**src/rtl/hrsqrt_pkg.sv**
```systemverilog
// Package: shared constants, the stage-1 record and the seed generator for
// the binary16 reciprocal square root unit.
// Assumes: binary16 layout (1 sign, 5 exponent, 10 fraction bits).
package hrsqrt_pkg;

    localparam int HW   = 16;
    localparam int EW   = 5;
    localparam int MW   = 10;
    localparam int LZ_W = $clog2(MW + 1);

    localparam logic [HW-1:0] POS_INF   = 16'h7C00;
    localparam logic [HW-1:0] NEG_INF   = 16'hFC00;
    localparam logic [HW-1:0] POS_ZERO  = 16'h0000;
    localparam logic [HW-1:0] QNAN_DFLT = 16'hFE00;

    // Decoded operand as held between the two pipeline stages.
    typedef struct packed {
        logic          is_spec;   // result fixed, no arithmetic needed
        logic [HW-1:0] spec_val;  // the fixed result
        logic          is_pow;    // exact even power of two
        logic [EW-1:0] res_exp;   // biased exponent before rounding carry
        logic          parity;    // odd unbiased exponent
        logic [MW-1:0] frac;      // normalised fraction bits
    } dec_t;

    // Seed for table entry ent = {parity, top iw fraction bits}: the value
    // floor(2^sw / sqrt(x_mid)), x_mid the midpoint of the entry's interval,
    // doubled when parity is odd. Integer-only so it runs at elaboration.
    function automatic logic [31:0] seed_calc(input int iw, input int sw, input int ent);
        logic [63:0] num;
        logic [63:0] quo;
        logic [63:0] root;
        logic [63:0] cand;
        num = (64'd1 << (iw + 1)) + 64'(2 * (ent & ((1 << iw) - 1)) + 1);
        if (((ent >> iw) & 1) != 0) begin
            num = num << 1;
        end
        quo  = (64'd1 << (iw + 1 + 2 * sw)) / num;
        root = '0;
        for (int b = 31; b >= 0; b--) begin
            cand = root | (64'd1 << b);
            if (cand * cand <= quo) begin
                root = cand;
            end
        end
        return root[31:0];
    endfunction

endpackage

```
**src/rtl/hrsqrt_decode.sv**
```systemverilog
// Module: operand decoder. Sorts the operand into a fixed-result class or the
// computed path. For the computed path it normalises subnormals with a
// leading-zero count, splits off exponent parity and forms the halved,
// negated result exponent.
// Assumes: purely combinational; the caller registers the outputs.
module hrsqrt_decode
    import hrsqrt_pkg::*;
(
    input  logic [HW-1:0] op,
    output dec_t          dec
);

    logic          sgn;
    logic [EW-1:0] ef;
    logic [MW-1:0] mf;
    logic          is_sub;
    logic [LZ_W-1:0] lz;
    logic          hit;
    logic signed [6:0] e_unb;
    logic signed [6:0] k_even;
    logic signed [6:0] half_k;
    logic signed [6:0] r_exp;

    assign sgn    = op[HW-1];
    assign ef     = op[HW-2 -: EW];
    assign mf     = op[MW-1:0];
    assign is_sub = (ef == '0);

    // Leading-zero count of the fraction, used only for subnormals.
    always_comb begin
        lz  = '0;
        hit = 1'b0;
        for (int i = MW - 1; i >= 0; i--) begin
            if (!hit && mf[i]) begin
                lz  = LZ_W'(MW - 1 - i);
                hit = 1'b1;
            end
        end
    end

    // Unbiased exponent, its parity and the biased result exponent.
    always_comb begin
        e_unb  = is_sub ? (-7'sd15 - $signed({3'b000, lz}))
                        : ($signed({2'b00, ef}) - 7'sd15);
        k_even = e_unb - $signed({6'b000000, e_unb[0]});
        half_k = k_even >>> 1;
        r_exp  = 7'sd14 - half_k;
    end

    // Class selection and record assembly.
    always_comb begin
        dec          = '0;
        dec.parity   = e_unb[0];
        dec.res_exp  = r_exp[EW-1:0];
        dec.frac     = is_sub ? (mf << (lz + 1'b1)) : mf;
        dec.is_spec  = 1'b1;
        if (ef == '1 && mf != '0) begin
            dec.spec_val = {sgn, {EW{1'b1}}, 1'b1, mf[MW-2:0]};
        end else if (ef == '0 && mf == '0) begin
            dec.spec_val = sgn ? NEG_INF : POS_INF;
        end else if (sgn) begin
            dec.spec_val = QNAN_DFLT;
        end else if (ef == '1) begin
            dec.spec_val = POS_ZERO;
        end else begin
            dec.is_spec  = 1'b0;
        end
        dec.is_pow = !dec.is_spec && (dec.frac == '0) && !dec.parity;
    end

endmodule

```
**src/rtl/hrsqrt_seed_rom.sv**
```systemverilog
// Module: seed table. One entry per {exponent parity, leading fraction bits};
// each entry is computed at elaboration by the package generator.
// Assumes: IDX_W <= 10 so the index fits inside the fraction.
module hrsqrt_seed_rom #(
    parameter int IDX_W  = 7,
    parameter int SEED_W = 16
) (
    input  logic [IDX_W:0]    idx,
    output logic [SEED_W-1:0] seed
);

    localparam int ENTRIES = 2 ** (IDX_W + 1);

    logic [SEED_W-1:0] rom_q [ENTRIES];

    for (genvar g = 0; g < ENTRIES; g++) begin : g_entry
        localparam logic [SEED_W-1:0] ENTRY_VAL =
            SEED_W'(hrsqrt_pkg::seed_calc(IDX_W, SEED_W, g));
        assign rom_q[g] = ENTRY_VAL;
    end

    assign seed = rom_q[idx];

endmodule

```
**src/rtl/hrsqrt_refine.sv**
```systemverilog
// Module: one Newton-Raphson step on the seed, then round to nearest-even and
// pack the binary16 result. Fixed point: a is the reduced operand in [1,4)
// with 10 fraction bits, the seed has SEED_W fraction bits, and the
// refinement carries REF_FRAC fraction bits. The product seed*(3 - a*seed^2)
// is the result significand in [1,2).
// Assumes: combinational; only valid for operands on the computed path.
module hrsqrt_refine
    import hrsqrt_pkg::*;
#(
    parameter int SEED_W   = 16,
    parameter int REF_FRAC = 20
) (
    input  logic              parity,
    input  logic [MW-1:0]     frac,
    input  logic [SEED_W-1:0] seed,
    input  logic [EW-1:0]     res_exp,
    input  logic              is_pow,
    output logic [HW-1:0]     result,
    output logic              norm_ok
);

    localparam int A_W     = MW + 2;
    localparam int A_FRAC  = MW;
    localparam int SQ_W    = 2 * SEED_W;
    localparam int TF_W    = A_W + SQ_W;
    localparam int T_SHIFT = A_FRAC + SQ_W - REF_FRAC;
    localparam int H_W     = REF_FRAC + 2;
    localparam int P_W     = SEED_W + H_W;
    localparam int LEAD    = SEED_W + REF_FRAC;
    localparam int GRD     = LEAD - MW - 1;

    logic [A_W-1:0]  a_red;
    logic [SQ_W-1:0] ysq;
    logic [TF_W-1:0] t_full;
    logic [H_W-1:0]  t_fix;
    logic [H_W-1:0]  h_fix;
    logic [P_W-1:0]  prod;
    logic [MW-1:0]   mant;
    logic            guard;
    logic            sticky;
    logic            rnd_up;
    logic [MW:0]     rounded;
    logic [EW-1:0]   exp_out;

    // Reduced operand: 1.f for even parity, 2 x 1.f for odd parity.
    assign a_red = parity ? {1'b1, frac, 1'b0} : {2'b01, frac};

    // Newton-Raphson: t = a*y^2 (rounded up), h = 3 - t, 2*y1 = y*h.
    always_comb begin
        ysq    = SQ_W'(seed) * SQ_W'(seed);
        t_full = TF_W'(a_red) * TF_W'(ysq);
        t_fix  = t_full[T_SHIFT +: H_W] + H_W'(|t_full[T_SHIFT-1:0]);
        h_fix  = (H_W'(3) << REF_FRAC) - t_fix;
        prod   = P_W'(seed) * P_W'(h_fix);
    end

    // Round to nearest-even and pack; exact powers bypass the arithmetic.
    always_comb begin
        mant    = prod[LEAD-1 -: MW];
        guard   = prod[GRD];
        sticky  = |prod[GRD-1:0];
        rnd_up  = guard && (sticky || mant[0]);
        rounded = {1'b0, mant} + (MW+1)'(rnd_up);
        exp_out = res_exp + EW'(rounded[MW]);
        norm_ok = (prod[P_W-1:LEAD] == 2'b01);
        if (is_pow) begin
            result = {1'b0, res_exp + EW'(1), {MW{1'b0}}};
        end else begin
            result = {1'b0, exp_out, rounded[MW-1:0]};
        end
    end

endmodule

```
**src/rtl/hrsqrt_unit.sv**
```systemverilog
// Module: top of the binary16 reciprocal square root pipeline.
// Stage 1 decodes the operand and reads the seed table; stage 2 refines,
// rounds and registers the result. Latency two cycles, one operand per cycle.
// Assumes: synchronous active-low reset held for at least one rising edge.
module hrsqrt_unit
    import hrsqrt_pkg::*;
#(
    parameter int SEED_IDX_W = 7,
    parameter int SEED_W     = 16,
    parameter int REF_FRAC   = 20
) (
    input  logic          clk,
    input  logic          rst_n,
    input  logic          in_valid,
    input  logic [15:0]   in_data,
    output logic          out_valid,
    output logic [15:0]   out_data
);

    dec_t              dec;
    dec_t              s1_rec;
    logic              s1_valid;
    logic [SEED_IDX_W:0] seed_idx;
    logic [SEED_W-1:0] seed_c;
    logic [SEED_W-1:0] s1_seed;
    logic [HW-1:0]     rf_result;
    logic              rf_norm_ok;

    hrsqrt_decode u_decode (
        .op  (in_data),
        .dec (dec)
    );

    assign seed_idx = {dec.parity, dec.frac[MW-1 -: SEED_IDX_W]};

    hrsqrt_seed_rom #(
        .IDX_W  (SEED_IDX_W),
        .SEED_W (SEED_W)
    ) u_seed_rom (
        .idx  (seed_idx),
        .seed (seed_c)
    );

    // Stage 1 register: decoded record and seed.
    always_ff @(posedge clk) begin
        if (!rst_n) begin
            s1_valid <= 1'b0;
            s1_rec   <= '0;
            s1_seed  <= '0;
        end else begin
            s1_valid <= in_valid;
            if (in_valid) begin
                s1_rec  <= dec;
                s1_seed <= seed_c;
            end
        end
    end

    hrsqrt_refine #(
        .SEED_W   (SEED_W),
        .REF_FRAC (REF_FRAC)
    ) u_refine (
        .parity  (s1_rec.parity),
        .frac    (s1_rec.frac),
        .seed    (s1_seed),
        .res_exp (s1_rec.res_exp),
        .is_pow  (s1_rec.is_pow),
        .result  (rf_result),
        .norm_ok (rf_norm_ok)
    );

    // Stage 2 register: select fixed or computed result.
    always_ff @(posedge clk) begin
        if (!rst_n) begin
            out_valid <= 1'b0;
            out_data  <= '0;
        end else begin
            out_valid <= s1_valid;
            if (s1_valid) begin
                out_data <= s1_rec.is_spec ? s1_rec.spec_val : rf_result;
            end
        end
    end


    valid_latency_chk: assert property (@(posedge clk) disable iff (!rst_n)
        in_valid |=> ##1 out_valid);


    idle_latency_chk: assert property (@(posedge clk) disable iff (!rst_n)
        !in_valid |=> ##1 !out_valid);


    reset_clear_chk: assert property (@(posedge clk)
        !rst_n |=> (!out_valid && out_data == 16'h0000));


    neg_to_nan_chk: assert property (@(posedge clk) disable iff (!rst_n)
        (in_valid && in_data[15] && in_data[14:0] != 15'h0
         && !(in_data[14:10] == 5'h1F && in_data[9:0] != 10'h0))
        |=> ##1 (out_data == 16'h FE00));


    nan_quiet_chk: assert property (@(posedge clk) disable iff (!rst_n)
        (in_valid && in_data[14:10] == 5'h1F && in_data[9:0] != 10'h0)
        |=> ##1 (out_data == ($past(in_data, 2) | 16'h0200)));


    no_overflow_chk: assert property (@(posedge clk) disable iff (!rst_n)
        (in_valid && !in_data[15] && in_data[14:10] != 5'h1F && in_data[14:0] != 15'h0)
        |=> ##1 (out_data[14:10] != 5'h1F && out_data[14:10] != 5'h00 && !out_data[15]));


    sig_norm_chk: assert property (@(posedge clk) disable iff (!rst_n)
        (s1_valid && !s1_rec.is_spec && !s1_rec.is_pow) |-> rf_norm_ok);

endmodule

```
**config.mk**
```make
export PLATFORM = sky130hd
export DESIGN_NAME = hrsqrt_unit
export DESIGN_NICKNAME = d
export VERILOG_FILES = /design/src/rtl/hrsqrt_pkg.sv /design/src/rtl/hrsqrt_decode.sv /design/src/rtl/hrsqrt_seed_rom.sv /design/src/rtl/hrsqrt_refine.sv /design/src/rtl/hrsqrt_unit.sv
export SDC_FILE = /design/constraint.sdc
export NUM_CORES = 2
export LEC_CHECK = 0
export ABC_AREA = 1
export BUFFER_PORTS_ARGS = -buffer_cell sky130_fd_sc_hd__buf_2
export CAP_MARGIN = 20
export CORE_UTILIZATION = 45
export DETAILED_ROUTE_END_ITERATION = 10
export GPL_TIMING_DRIVEN = 0
export PLACE_DENSITY = 0.7
export SETUP_SLACK_MARGIN = 0.2
export SYNTH_ARGS = -nofsm -noshare
export SYNTH_HDL_FRONTEND = slang
export SYNTH_SLANG_ARGS = --single-unit
```
**constraint.sdc**
```tcl
create_clock -name clk -period 20.3 [get_ports clk]
set_input_delay 1.015 -clock clk [delete_from_list [all_inputs] [get_ports clk]]
set_output_delay 1.015 -clock clk [all_outputs]
set_load 0.02 [all_outputs]
```
# Word-level counts from Yosys, hierarchy flattened
# Memory sizes are Yosys's and may differ from the RTL's. A register that Yosys moved wholly into a read port is not among the register bits.
# Index checks and enable logic that the tools add are counted.
[classes]
addsub = 10
mul = 3
n_eq_ne = 1
shift = 1
muxes = 31
n_bitwise = 1
reduce_logical = 33
[op_table]
columns = ["op", "count"]
rows = [
  ["$mux 16", 5],
  ["$mul 12x32->44", 1],
  ["$mul 16x22->36", 1],
  ["$mul 16x16->32", 1],
  ["$mux 4", 8],
  ["$reduce_or 25->1", 1],
  ["$add 22x1->22", 1],
  ["$reduce_or 22->1", 1],
  ["$sub 22x22->22 const A", 1],
  ["$logic_not 10->1", 2],
  ["$mux 15", 1],
  ["$logic_and 1x1->1", 14],
  ["$mux 1", 14],
  ["$logic_not 1->1", 12],
  ["$mux 12", 1],
  ["$add 10x1->11", 1],
  ["$mux 10", 1],
  ["$reduce_bool 10->1", 1],
  ["$shl 10x4->10", 1],
  ["$not 8->9", 1],
  ["$mux 6", 1],
  ["$sub 5x4->6 const B", 1],
  ["$sub 5x5->6 const A", 1],
  ["$sub 6x2->6", 1],
  ["7 further kinds", 7],
]
[totals]
regBits = 52
mem_bits_ro = 4096
in_bits = 19
output_inout_bits = 17
elab_cells = 90
mem_count = 1
[memory_table]
columns = ["name", "depth", "word_bits", "rd", "rd_clocked_by_memory_dff", "wr", "line_no", "text"]
rows = [
  ["(name not given)", 256, 16, 1, 1, 0, "hrsqrt_seed_rom.sv:22", "assign seed = rom_q[idx];"],
]

# Longest topological paths before layout
[depth]
word_depth = 34
mapped_depth = 98
ltp_nobuf = 96

# Hierarchy
# A second synthesis with hierarchy kept.
[hier_totals]
hier_cells = 5750
hier_area_um2 = 40588.9
[by_module_without_submodules]
columns = ["mod", "instances", "cells_per_inst", "area_per_inst_um2", "seq_area_each_um2"]
rows = [
  ["hrsqrt_refine", 1, 4294, 32781.4, 0.0],
  ["hrsqrt_seed_rom", 1, 861, 3926.3, 0.0],
  ["hrsqrt_unit", 1, 359, 2628.8, 1361.3],
  ["hrsqrt_decode", 1, 236, 1252.5, 0.0],
]

# Worst setup path after synthesis
# No wires, ideal clock.
[synth_timing]
path_type = "register to register"
start = "register s1_seed[6]"
end = "register out_data[14]"
setup_time_ns = 0.070
arrival_ns = 17.947
required_time_ns = 20.230
slack_ns = 2.284
path_stages_with_launch = 94
path_buffers = 3
synth_period_minus_slack_ns = 18.016
cell_sequence = "dfxtp_1 clkbuf_1 buf_1 nand2_1 fa_1 fa_1 inv_1 ha_1 inv_1 fa_1 inv_1 fa_1 inv_1 fa_1 inv_1 ha_1 nand2_1 o21ai_0 (+58 left out) nand3_1 xor2_1 inv_1 nor2_1 ha_1 inv_1 nor2_1 nand2_1 nor2_1 nand3_1 or2_2 o21bai_1 ha_1 ha_1 nand2_1 o21ai_0 nand3_1 a21oi_1"
[synth_via]
elab_chain_cells = 13
[synth_lines]
columns = ["element", "line_no", "text"]
rows = [
  ["from (decl)", "hrsqrt_unit.sv:25", "logic [SEED_W-1:0] s1_seed;"],
  ["$mul 16x16->32", "hrsqrt_refine.sv:50", "ysq = SQ_W'(seed) * SQ_W'(seed);"],
  ["$mul 12x32->44", "hrsqrt_refine.sv:51", "t_full = TF_W'(a_red) * TF_W'(ysq);"],
  ["$reduce_or 22->1", "hrsqrt_refine.sv:52", "t_fix = t_full[T_SHIFT +: H_W] + H_W'(|t_full[T_SHIFT-1:0]);"],
  ["$add 22x1->22", "hrsqrt_refine.sv:52", ""],
  ["$sub 22x22->22", "hrsqrt_refine.sv:53", "h_fix = (H_W'(3) << REF_FRAC) - t_fix;"],
  ["$mul 16x22->36 *", "hrsqrt_refine.sv:54", "prod = P_W'(seed) * P_W'(h_fix);"],
  ["$reduce_or 25->1", "hrsqrt_refine.sv:61", "sticky = |prod[GRD-1:0];"],
  ["$logic_or 1x1->1", "hrsqrt_refine.sv:62", "rnd_up = guard && (sticky || mant[0]);"],
  ["$logic_and 1x1->1", "hrsqrt_refine.sv:62", ""],
  ["$add 10x1->11 *", "hrsqrt_refine.sv:63", "rounded = {1'b0, mant} + (MW+1)'(rnd_up);"],
  ["$add 5x1->5 *", "hrsqrt_refine.sv:64", "exp_out = res_exp + EW'(rounded[MW]);"],
  ["$mux 15 *", "hrsqrt_refine.sv:66", "if (is_pow) begin"],
  ["$mux 16 *", "hrsqrt_unit.sv:80", "out_data <= s1_rec.is_spec ? s1_rec.spec_val : rf_result;"],
  ["to (signal assigned)", "hrsqrt_unit.sv:80", ""],
  ["to (decl)", "hrsqrt_unit.sv:17", "output logic [15:0] out_data"],
]
# Mark *: on every way between the ends. The rest lies on a longest branch, timed or not.
# A chain may end at the register's enable or synchronous reset.

# Worst setup path in the final report
# Same ends and word-level chain as after synthesis.

==> out/qor.yml <==
run_status:
  outcome: "complete, no violations"
layout:
  nFillCells: 8385
  synthToLayoutAreaGrowth_pct: 8.914
  multi_input_area_um2: 32140
  postLayoutCellArea_um2: 41700
  regArea_um2: 1296
  finalNetCount: 6540
  drive_gt1_share_pct: 7.923
logic_synthesis:
  async_reset_ff_share_pct: 0
  syn-instance-count: 5362
  syn_area_per_cell_um2: 7.141
  syn-num-nets: 6442
  ys_warn_count: 0
  synth_seq_area_share_pct: 3.346
  ys_types: 64
  synth-main-ff-cell: "dfxtp_1"
  syn_area_um2: 38290
  synth_edf_count: 0
  ys_ff_latch: 64
timing:
  finalClockSkew_ns: 0.006538
  fmax_mhz: 51.91
  slew_headroom_pct: 20.72
  max_slew.worst_pin.slew_ns: 1.185
  slew_viol_final: 0
  rsz0062_at_grt: "no"
  setup_violations: 0
  min_period_ns: 19.26
  post-route-period-util_pct: 94.90
  hold_viol_final: 0
  hold_ws_ns: 0.4725
  fin_ws_ns: 1.035
global_route:
  grt_max_degree: 16
  overflow: 0
  grt_pass1_wl_um: 210600
  track_usage_pct: 31.83
  grt_pass1_vias: 36500
  antenna_found_initial: 2
worst_setup_path:
  arrival_ns: 19.53
  required_ns: 20.56
  critPathMaxFanout: 10
  rrSetupSlack_ns: 1.04
  cpPeakStageDelay_ns: 0.60
  critPathLaunch: "s1_seed[6]"
  timing.rr.start: "s1_seed[6]"
  worstSetupPathType: "reg -> reg"
  crit_path_end_kind: "flip-flop"
  slowest_stage: "fa_1"
  cpMostUsedCell: "inv_1"
  startpoint_type: "flip-flop"
placement:
  numPortBuffers: 35
  place_area_um2: 40070
  gp_congestion: 1.051
  dp_slack_ns: -1.269
  hpwlAfterDp_um: 111600
clock_tree:
  cts_buffer_depth: 2
  clk_pin_slew_worst_paths_ns: 0.06
  worst_skew_pair.late_latency_ns: 0.33
  cts_tree: "done"
  cts_root_buf: "clkbuf_16"
  cts_max_level: 3
  cts_sinks: 64
  cts_made_buffers: 9
  hold_buffers: 0
routing:
  dr.pass1.iters: 9
  drt-initial-drc-count: 3196
  viasPerCell: 5.453
  wirelength_um: 136100
  vias: 35990
  drc: 0
  avgRoutedWirePerCell_um: 20.62
  ant_nets: 0
job:
  maxCapViolCount: 0
floorplan:
  initial_core_util_pct: 45.61
  core-area_um2: 83950
  num_rows: 106
  die_width_um: 293.7
  ioPinCount: 36
  die_y_um: 293.7
  die_area_um2: 86260
worst_hold_path:
  min_from: "s1_rec[32]"
  min_path_type: "reg -> reg"
-- synthesized netlist by cell type (all sizes together) (2+ instances only) --
library cell / number / share of area (%)
nand2: 1317 / 13
inv: 1247 / 12
fa: 728 / 38
nor2: 469 / 4.7
ha: 333 / 11
a21oi: 249 / 3.3
nand3: 244 / 3.3
o21ai: 188 / 2.5
clkbuf: 122 / 1.2
dfxtp: 64 / 3.3
buf: 62 / 1.0
xor2: 59 / 1.4
xnor2: 47 / 1.1
or2: 39 / 0.64
nand4: 32 / 0.52
nor3: 24 / 0.34
o211ai: 23 / 0.46
clkinv: 20 / 0.20
a31oi: 13 / 0.21
o21bai: 13 / 0.26
nand3b: 10 / 0.21
a221oi: 7 / 0.18
a211oi: 6 / 0.12
a21boi: 6 / 0.12
o21a: 6 / 0.12
o221ai: 5 / 0.11
o22ai: 5 / 0.082
o2111ai: 4 / 0.091
a31o: 3 / 0.069
nor4: 3 / 0.049
a21o: 2 / 0.039
and2: 2 / 0.033
o311ai: 2 / 0.046
-- critical path, delay by kind of cell (launching register included) --
kind,cells,cell delay [ns]
xor+xnor,2,0.39
compound gates,12,2.18
buf+inv,22,2.00
simple gates,31,4.01
flops,1,0.41
fa+ha+maj,24,10.18
-- sequential cells by signal, indices dropped and copies added (netlist names) --
signal     count
out_data      16
out_valid      1
s1_rec        30
s1_seed       16
s1_valid       1
-- stage by stage --
step	cells	util, %	setup TNS (ns)
floorplan	5362	-	0
global placement	6531	47.51	-13.66
finish	6600	49.68	0
global route	6599	49.67	0
CTS	6567	48.38	0
detailed placement	6549	47.73	-6.304
-- cell type report --
cell class                      count  area share, %
Timing Repair Buffer               88          1.536
Clock buffer                        9         0.5400
Sequential cell                    64          3.108
Tap cell                         1134          3.402
Inverter                         1267          11.46
Clock inverter                      7         0.3060
Antenna cell                        1       0.006000
Multi-Input combinational cell   3847          77.08
Buffer                            183          2.565
-- logic make-up after synthesis --
logic type | count (synthesis) | synth area share [%]
AND/OR/NAND/NOR | 2141 | 22.80
buffers and inverters | 1451 | 14.62
adder cells (fa/ha/maj) | 1061 | 48.94
AO/OA/AOI/OAI | 539 | 7.823
XOR/XNOR | 106 | 2.464
flip-flops | 64 | 3.346
-- placed cells by master (no fill, tap or decap), types with 14 or more instances in the layout --
| cell | count |
|---|---|
| a21oi_1 | 221 |
| nor3_1 | 21 |
| or2_2 | 37 |
| clkbuf_1 | 80 |
| buf_2 | 65 |
| buf_4 | 54 |
| nand2_1 | 1283 |
| inv_2 | 14 |
| xnor2_1 | 37 |
| buf_6 | 38 |
| dfxtp_1 | 58 |
| ha_1 | 309 |
| nand2_2 | 24 |
| clkinv_1 | 14 |
| inv_1 | 1231 |
| o211ai_1 | 22 |
| a21oi_2 | 23 |
| nand4_1 | 32 |
| o21ai_0 | 136 |
| nor2_1 | 451 |
| fa_1 | 728 |
| ha_2 | 19 |
| o21ai_1 | 41 |
| xor2_1 | 46 |
| nand3_1 | 231 |
-- layer usage --
layer / global-route usage, % / vias to the layer above / share of wire [%]
met5: 0 / - / 0.0088
li1: - / 16220 / -
met1: 42.15 / 17520 / 40
met2: 50.39 / 1887 / 44
met4: 13.45 / 2 / 5.0
met3: 6.677 / 356 / 10
-- worst paths after layout --
path                                      to  depth (start not counted)
worst max register to register  out_data[14]                         91
worst min-delay path            out_data[15]                          2
worst min register to register  out_data[15]                          2
worst max-delay path            out_data[14]                         91
-- timing repair --
item,4_1_cts,5_1_grt
setup endpoints to repair,13,10
gates resized for setup,77,266
setup buffers,2,32
cloned,0,1
pin swaps,1,25
Power is not shown: default switching activity piles up to over one toggle a cycle in this logic, so the estimate is an artifact.
